===== src/rtl/rtc_irq_pkg.sv =====
package rtc_irq_pkg;
  localparam int PRE_TAPS = 11;          // 11 taps + sec/min/hour/day = 15 rates
  localparam int NSRC     = 3;
  localparam int SEL_W    = 4;
  localparam int BCD_W    = 8;
  localparam int SRC_ALM  = 0;
  localparam int SRC_PER  = 1;
  localparam int SRC_PF   = 2;
  typedef logic [BCD_W-1:0] bcd_t;
  typedef logic [NSRC-1:0]  src_vec_t;
endpackage


===== src/rtl/rtc_alarm_match.sv =====
module rtc_alarm_match
  import rtc_irq_pkg::*;
(
  input  logic clk_i,
  input  logic rst_ni,
  input  logic en_i,
  input  bcd_t cur_sec_i,
  input  bcd_t cur_min_i,
  input  bcd_t cur_hour_i,
  input  bcd_t alm_sec_i,
  input  bcd_t alm_min_i,
  input  bcd_t alm_hour_i,
  output logic hit_o
);
  logic match_c, match_q;

  assign match_c = (cur_sec_i == alm_sec_i) && (cur_min_i == alm_min_i) &&
                   (cur_hour_i == alm_hour_i);

  always_ff @(posedge clk_i or negedge rst_ni) begin
    if (!rst_ni) match_q <= 1'b0;
    else         match_q <= match_c;
  end

  // one hit per match onset, history tracked even when disabled
  assign hit_o = en_i && match_c && !match_q;
endmodule


===== src/rtl/rtc_per_sel.sv =====
module rtc_per_sel
  import rtc_irq_pkg::*;
(
  input  logic [SEL_W-1:0]    sel_i,
  input  logic [PRE_TAPS-1:0] presc_tick_i,
  input  logic                sec_tick_i,
  input  logic                min_tick_i,
  input  logic                hour_tick_i,
  input  logic                day_tick_i,
  output logic                hit_o
);
  localparam int NLINE = 1 << SEL_W;
  logic [NLINE-1:0] line;

  assign line[0] = 1'b0;
  for (genvar k = 1; k < NLINE; k++) begin : g_line
    if (k <= PRE_TAPS) begin : g_pre
      assign line[k] = presc_tick_i[k-1];
    end else if (k == PRE_TAPS + 1) begin : g_sec
      assign line[k] = sec_tick_i;
    end else if (k == PRE_TAPS + 2) begin : g_min
      assign line[k] = min_tick_i;
    end else if (k == PRE_TAPS + 3) begin : g_hour
      assign line[k] = hour_tick_i;
    end else begin : g_day
      assign line[k] = day_tick_i;
    end
  end

  assign hit_o = line[sel_i];
endmodule


===== src/rtl/rtc_irq_status.sv =====
module rtc_irq_status
  import rtc_irq_pkg::*;
(
  input  logic     clk_i,
  input  logic     rst_ni,
  input  src_vec_t set_i,
  input  logic     rd_i,
  output src_vec_t flags_o
);
  src_vec_t flags_q;

  for (genvar i = 0; i < NSRC; i++) begin : g_flag
    always_ff @(posedge clk_i or negedge rst_ni) begin
      if (!rst_ni) flags_q[i] <= 1'b0;
      else         flags_q[i] <= set_i[i] | (flags_q[i] & ~rd_i);  // set wins
    end
  end

  assign flags_o = flags_q;
endmodule


===== src/rtl/rtc_wdog.sv =====
module rtc_wdog #(
  parameter int TIMEOUT = 4,
  parameter int RST_W   = 2
) (
  input  logic clk_i,
  input  logic rst_ni,
  input  logic en_i,
  input  logic ce_i,
  input  logic tick_i,
  input  logic pf_trip_i,
  output logic cpur_n_o
);
  localparam int MAXC = (TIMEOUT > RST_W) ? TIMEOUT : RST_W;
  localparam int CW   = $clog2(MAXC + 1);
  localparam logic [CW-1:0] TO_LAST  = CW'(TIMEOUT - 1);
  localparam logic [CW-1:0] RST_LAST = CW'(RST_W - 1);

  logic          ce_q, in_rst_q;
  logic [CW-1:0] cnt_q;
  logic          toggle;

  assign toggle = ce_i ^ ce_q;

  always_ff @(posedge clk_i or negedge rst_ni) begin
    if (!rst_ni) begin
      ce_q     <= 1'b0;
      in_rst_q <= 1'b0;
      cnt_q    <= '0;
    end else begin
      ce_q <= ce_i;
      if (in_rst_q) begin
        if (tick_i) begin
          if (cnt_q == RST_LAST) begin
            in_rst_q <= 1'b0;
            cnt_q    <= '0;
          end else begin
            cnt_q <= cnt_q + 1'b1;
          end
        end
      end else if (pf_trip_i) begin
        in_rst_q <= 1'b1;
        cnt_q    <= '0;
      end else if (!en_i || toggle) begin
        cnt_q <= '0;
      end else if (tick_i) begin
        if (cnt_q == TO_LAST) begin
          in_rst_q <= 1'b1;
          cnt_q    <= '0;
        end else begin
          cnt_q <= cnt_q + 1'b1;
        end
      end
    end
  end

  assign cpur_n_o = ~in_rst_q;
endmodule


===== src/rtl/rtc_irq_wdog.sv =====
module rtc_irq_wdog
  import rtc_irq_pkg::*;
#(
  parameter int WD_TAP     = 0,
  parameter int WD_TIMEOUT = 4,
  parameter int RST_W      = 2
) (
  input  logic                clk_i,
  input  logic                rst_ni,
  input  logic [PRE_TAPS-1:0] presc_tick_i,
  input  logic                sec_tick_i,
  input  logic                min_tick_i,
  input  logic                hour_tick_i,
  input  logic                day_tick_i,
  input  logic [BCD_W-1:0]    cur_sec_i,
  input  logic [BCD_W-1:0]    cur_min_i,
  input  logic [BCD_W-1:0]    cur_hour_i,
  input  logic [BCD_W-1:0]    alm_sec_i,
  input  logic [BCD_W-1:0]    alm_min_i,
  input  logic [BCD_W-1:0]    alm_hour_i,
  input  logic                alm_en_i,
  input  logic [SEL_W-1:0]    per_sel_i,
  input  logic                pf_en_i,
  input  logic                pf_sense_i,
  input  logic                stat_rd_i,
  output logic [NSRC-1:0]     status_o,
  output logic                irq_oe_o,
  output logic                irq_n_o,
  input  logic                wdog_en_i,
  input  logic                ce_i,
  input  logic                cpur_pf_en_i,
  output logic                cpur_n_o
);
  src_vec_t set;
  logic     alm_hit, per_hit, pf_q, pf_rise;

  rtc_alarm_match i_alarm (
    .clk_i, .rst_ni, .en_i(alm_en_i),
    .cur_sec_i, .cur_min_i, .cur_hour_i,
    .alm_sec_i, .alm_min_i, .alm_hour_i,
    .hit_o(alm_hit)
  );

  rtc_per_sel i_per (
    .sel_i(per_sel_i), .presc_tick_i, .sec_tick_i, .min_tick_i,
    .hour_tick_i, .day_tick_i, .hit_o(per_hit)
  );

  always_ff @(posedge clk_i or negedge rst_ni) begin
    if (!rst_ni) pf_q <= 1'b0;
    else         pf_q <= pf_sense_i;
  end
  assign pf_rise = pf_sense_i & ~pf_q;

  always_comb begin
    set          = '0;
    set[SRC_ALM] = alm_hit;
    set[SRC_PER] = per_hit;
    set[SRC_PF]  = pf_en_i & pf_rise;
  end

  rtc_irq_status i_stat (
    .clk_i, .rst_ni, .set_i(set), .rd_i(stat_rd_i), .flags_o(status_o)
  );

  assign irq_oe_o = |status_o;
  assign irq_n_o  = ~irq_oe_o;

  rtc_wdog #(.TIMEOUT(WD_TIMEOUT), .RST_W(RST_W)) i_wdog (
    .clk_i, .rst_ni, .en_i(wdog_en_i), .ce_i,
    .tick_i(presc_tick_i[WD_TAP]),
    .pf_trip_i(cpur_pf_en_i & pf_rise),
    .cpur_n_o
  );
endmodule


===== config.mk =====
export PLATFORM = sky130hd
export DESIGN_NAME = rtc_irq_wdog
export DESIGN_NICKNAME = d
export VERILOG_FILES = /design/src/rtl/rtc_irq_pkg.sv /design/src/rtl/rtc_alarm_match.sv /design/src/rtl/rtc_per_sel.sv /design/src/rtl/rtc_irq_status.sv /design/src/rtl/rtc_wdog.sv /design/src/rtl/rtc_irq_wdog.sv
export SDC_FILE = /design/constraint.sdc
export NUM_CORES = 1
export LEC_CHECK = 0
export BUFFER_PORTS_ARGS = -buffer_cell sky130_fd_sc_hd__buf_4
export CORE_MARGIN = 2
export CORE_UTILIZATION = 37
export CTS_CLUSTER_SIZE = 25
export DETAILED_ROUTE_END_ITERATION = 7
export PLACE_DENSITY = 0.8
export SYNTH_ARGS = -nofsm -noshare
export SYNTH_HDL_FRONTEND = slang
export SYNTH_SLANG_ARGS = --single-unit

===== constraint.sdc =====
create_clock -name clk_i -period 1.46 [get_ports clk_i]
set_input_delay 0.219 -clock clk_i [delete_from_list [all_inputs] [get_ports clk_i]]
set_output_delay 0.219 -clock clk_i [all_outputs]
set_load 0.05 [all_outputs]

==> qor.yml <==
fin_crit_sh_pct: 103
worstSetupStartpointType: "flop"
setup_slack_ps: -37.9
placedCellCount: 202
yosysSeqAreaShare_pct: 27.9
max_cap_viol_count: 0
vias_per_cell: 4.89
firstDrtPassIters: 4
die_area_sq_mm: 0.00283
antenna_found_initial: 0
ys_ff_latch: 10
yosysTopAreaCell: "dfrtp_1"
grt_pass1_vias: 1043
required_ps: 1240
core_sq_mm: 0.00225
status: "finished with violations"
clk_pin_slew_ps: 80
numCtsBuffers: 3
portBuffers: 81
yosysUniqueCellTypes: 28
drt_iter0_markers: 7
synth.top_cell.area_share_pct: 27.9
dpl-instance-area_sq_mm: 0.00156
cp_max_fo: 2
h-tree-depth: 1
fin_area_sq_mm: 0.00163
clk-insertion-delay-late_ps: 270
rsz0062_at_grt: "yes"
syn_area_per_cell_sq_um: 9.65
clk_path_buf_depth: 2
die_w_um: 53.2
ant_nets: 0
nets: 262
floorplan.rows: 17
syn-instance-count: 93
ios: 82
area.growth.synth_to_final_pct: 81.5
drc_errors: 0
netlist_area_sq_um: 897
crit_type: "flop to output port"
fin_cells: 209
clockRootBuffer: "clkbuf_4"
dp_hpwl_um: 2500
grt_pass1_wl_um: 4210
vias: 1023
routed_wl_um: 2860
cts_sinks: 10
holdWs_ps: 63.6
drive_above_1_share_pct: 53.0
setup_viol: 2
grt_max_degree: 11
hp-class: "input port to flop"
power_density_mw_per_mm2: 792
start_util_pct: 39.8
skew_ps: 10.2
slew_viol_final: 0
utilization_pct: 72.2
fmax_ghz: 0.668
peakVddDrop_uv: 689
leakage_nw: 0.831
post-route-min-period_ps: 1500
diodes: 0
violations: "negative setup slack"
finalHoldViolCount: 0
grt.overflow.total: 0
synthTopCellsByArea: "dfrtp_1, xor2_1, mux4_1"
ys_warn_count: 0
cts_tree: "built"
gr-usage-all-layers_pct: 20.5
worst_pin_slew_ps: 287
die_y_um: 53.2
relSlewSlack_pct: 80.7
cp.arrival_ps: 1280
wire_per_inst_um: 13.7
endpoint_kind: "output port"
synthesis.nets: 173
place_congestion: 0.772
-- worst paths after layout --
path                                   start                end  slack [ps]  cells after the start
setup / recovery           i_stat.flags_o[2]            irq_n_o         -40                      3
hold / removal                          ce_i        i_wdog.ce_q          60                      1
setup reg to reg             i_wdog.cnt_q[0]    i_wdog.cnt_q[2]          80                      6
hold reg to reg              i_alarm.match_q  i_stat.flags_o[0]         520                      2
max in group asynchronous             rst_ni  i_stat.flags_o[1]         990                      2
min in group asynchronous             rst_ni    i_wdog.cnt_q[0]         300                      2
-- metrics by stage --
stage               setup WS (ps)  TNS [ps]  power [W]
finish                      -37.9     -60.5    0.00129
global route                -79.1      -139    0.00138
CTS                         -43.0     -69.9    0.00129
detailed placement          -34.2     -34.2    0.00103
global placement             21.7         0   0.000999
floorplan                   -17.3     -17.3   0.000741
-- layout make-up --
cell class                 instances  area (sq um)
timing repair buffer              85           648
fill                             168           627
multi-input combinational         73           617
sequential                        10           254
inverter                           9          37.5
clock buffer                       4          36.3
tap                               28          35.0
-- cells by family after synthesis --
logic type               after synthesis  synth area share [%]
adder cells (fa/ha/maj)                4                  5.58
multiplexers                           5                  11.2
AO/OA/AOI/OAI                         14                  10.9
flip-flops                            10                  27.9
buffers and inverters                 10                  4.18
AND/OR/NAND/NOR                       25                  15.9
XOR/XNOR                              25                  24.4
-- synthesized netlist by cell type (all sizes together) --
master / n
a21oi: 3
a311oi: 1
clkbuf: 1
nand4: 1
or3: 1
mux2: 1
o22ai: 1
dfrtp: 10
o21ai: 3
nand3b: 1
ha: 4
xnor2: 1
nor4: 6
a41o: 1
mux4: 3
nand2: 2
mux2i: 1
o31ai: 1
inv: 9
nor2: 6
and3b: 2
nor2b: 3
xor2: 24
a31oi: 1
o211ai: 1
nand2b: 3
o32ai: 2
-- state kept, by name, summed over array words and instances (netlist names) --
| signal | cells |
|---|---|
| i_wdog.ce_q | 1 |
| i_wdog.cnt_q | 3 |
| i_alarm.match_q | 1 |
| i_wdog.in_rst_q | 1 |
| i_stat.flags_o | 3 |
| pf_q | 1 |
-- timing repair --
action                                  in CTS  in global routing
endpoints found under the setup margin       2                  3
buffers inserted                             1                  1
resized for setup                            2                  2
hold buffers                                 1                  0
hold endpoints to repair                    10                  0
pin swaps                                    0                  3
-- power by group --
part	leakage, nW	internal [W]	switching (W)	total, W
logic	0.690	0.000332	0.000311	0.000642
registers	0.120	0.000334	0.0000588	0.000393
clock network	0.0210	0.000151	0.000103	0.000255
total	0.831	0.000817	0.000473	0.00129
-- cells in the final DEF (no fill, tap or decap), drive strengths merged, types with 2 or more instances in the layout --
cell type,n
and3b,2
o32ai,2
ha,4
nor2,6
clkbuf,4
inv,8
buf,84
nor4,6
dfrtp,10
mux4,3
nand2,2
xor2,24
o21ai,3
nand2b,3
nor2b,3
a21oi,3
-- layer usage --
metal / GRT usage [%] / vias up / wire (um)
met4: 5.13 / 0 / 25
met1: 19.5 / 467 / 936
met3: 3.39 / 4 / 199
met5: 0 / - / 0
met2: 43.2 / 45 / 1700
li1: - / 507 / -
-- worst max-delay path, stage by stage, from the launching register on --
cell,delay (ps)
dfrtp_2,400
or3_4,400
clkinvlp_4,80
buf_8,130
Power figures use the tool's default switching activity.
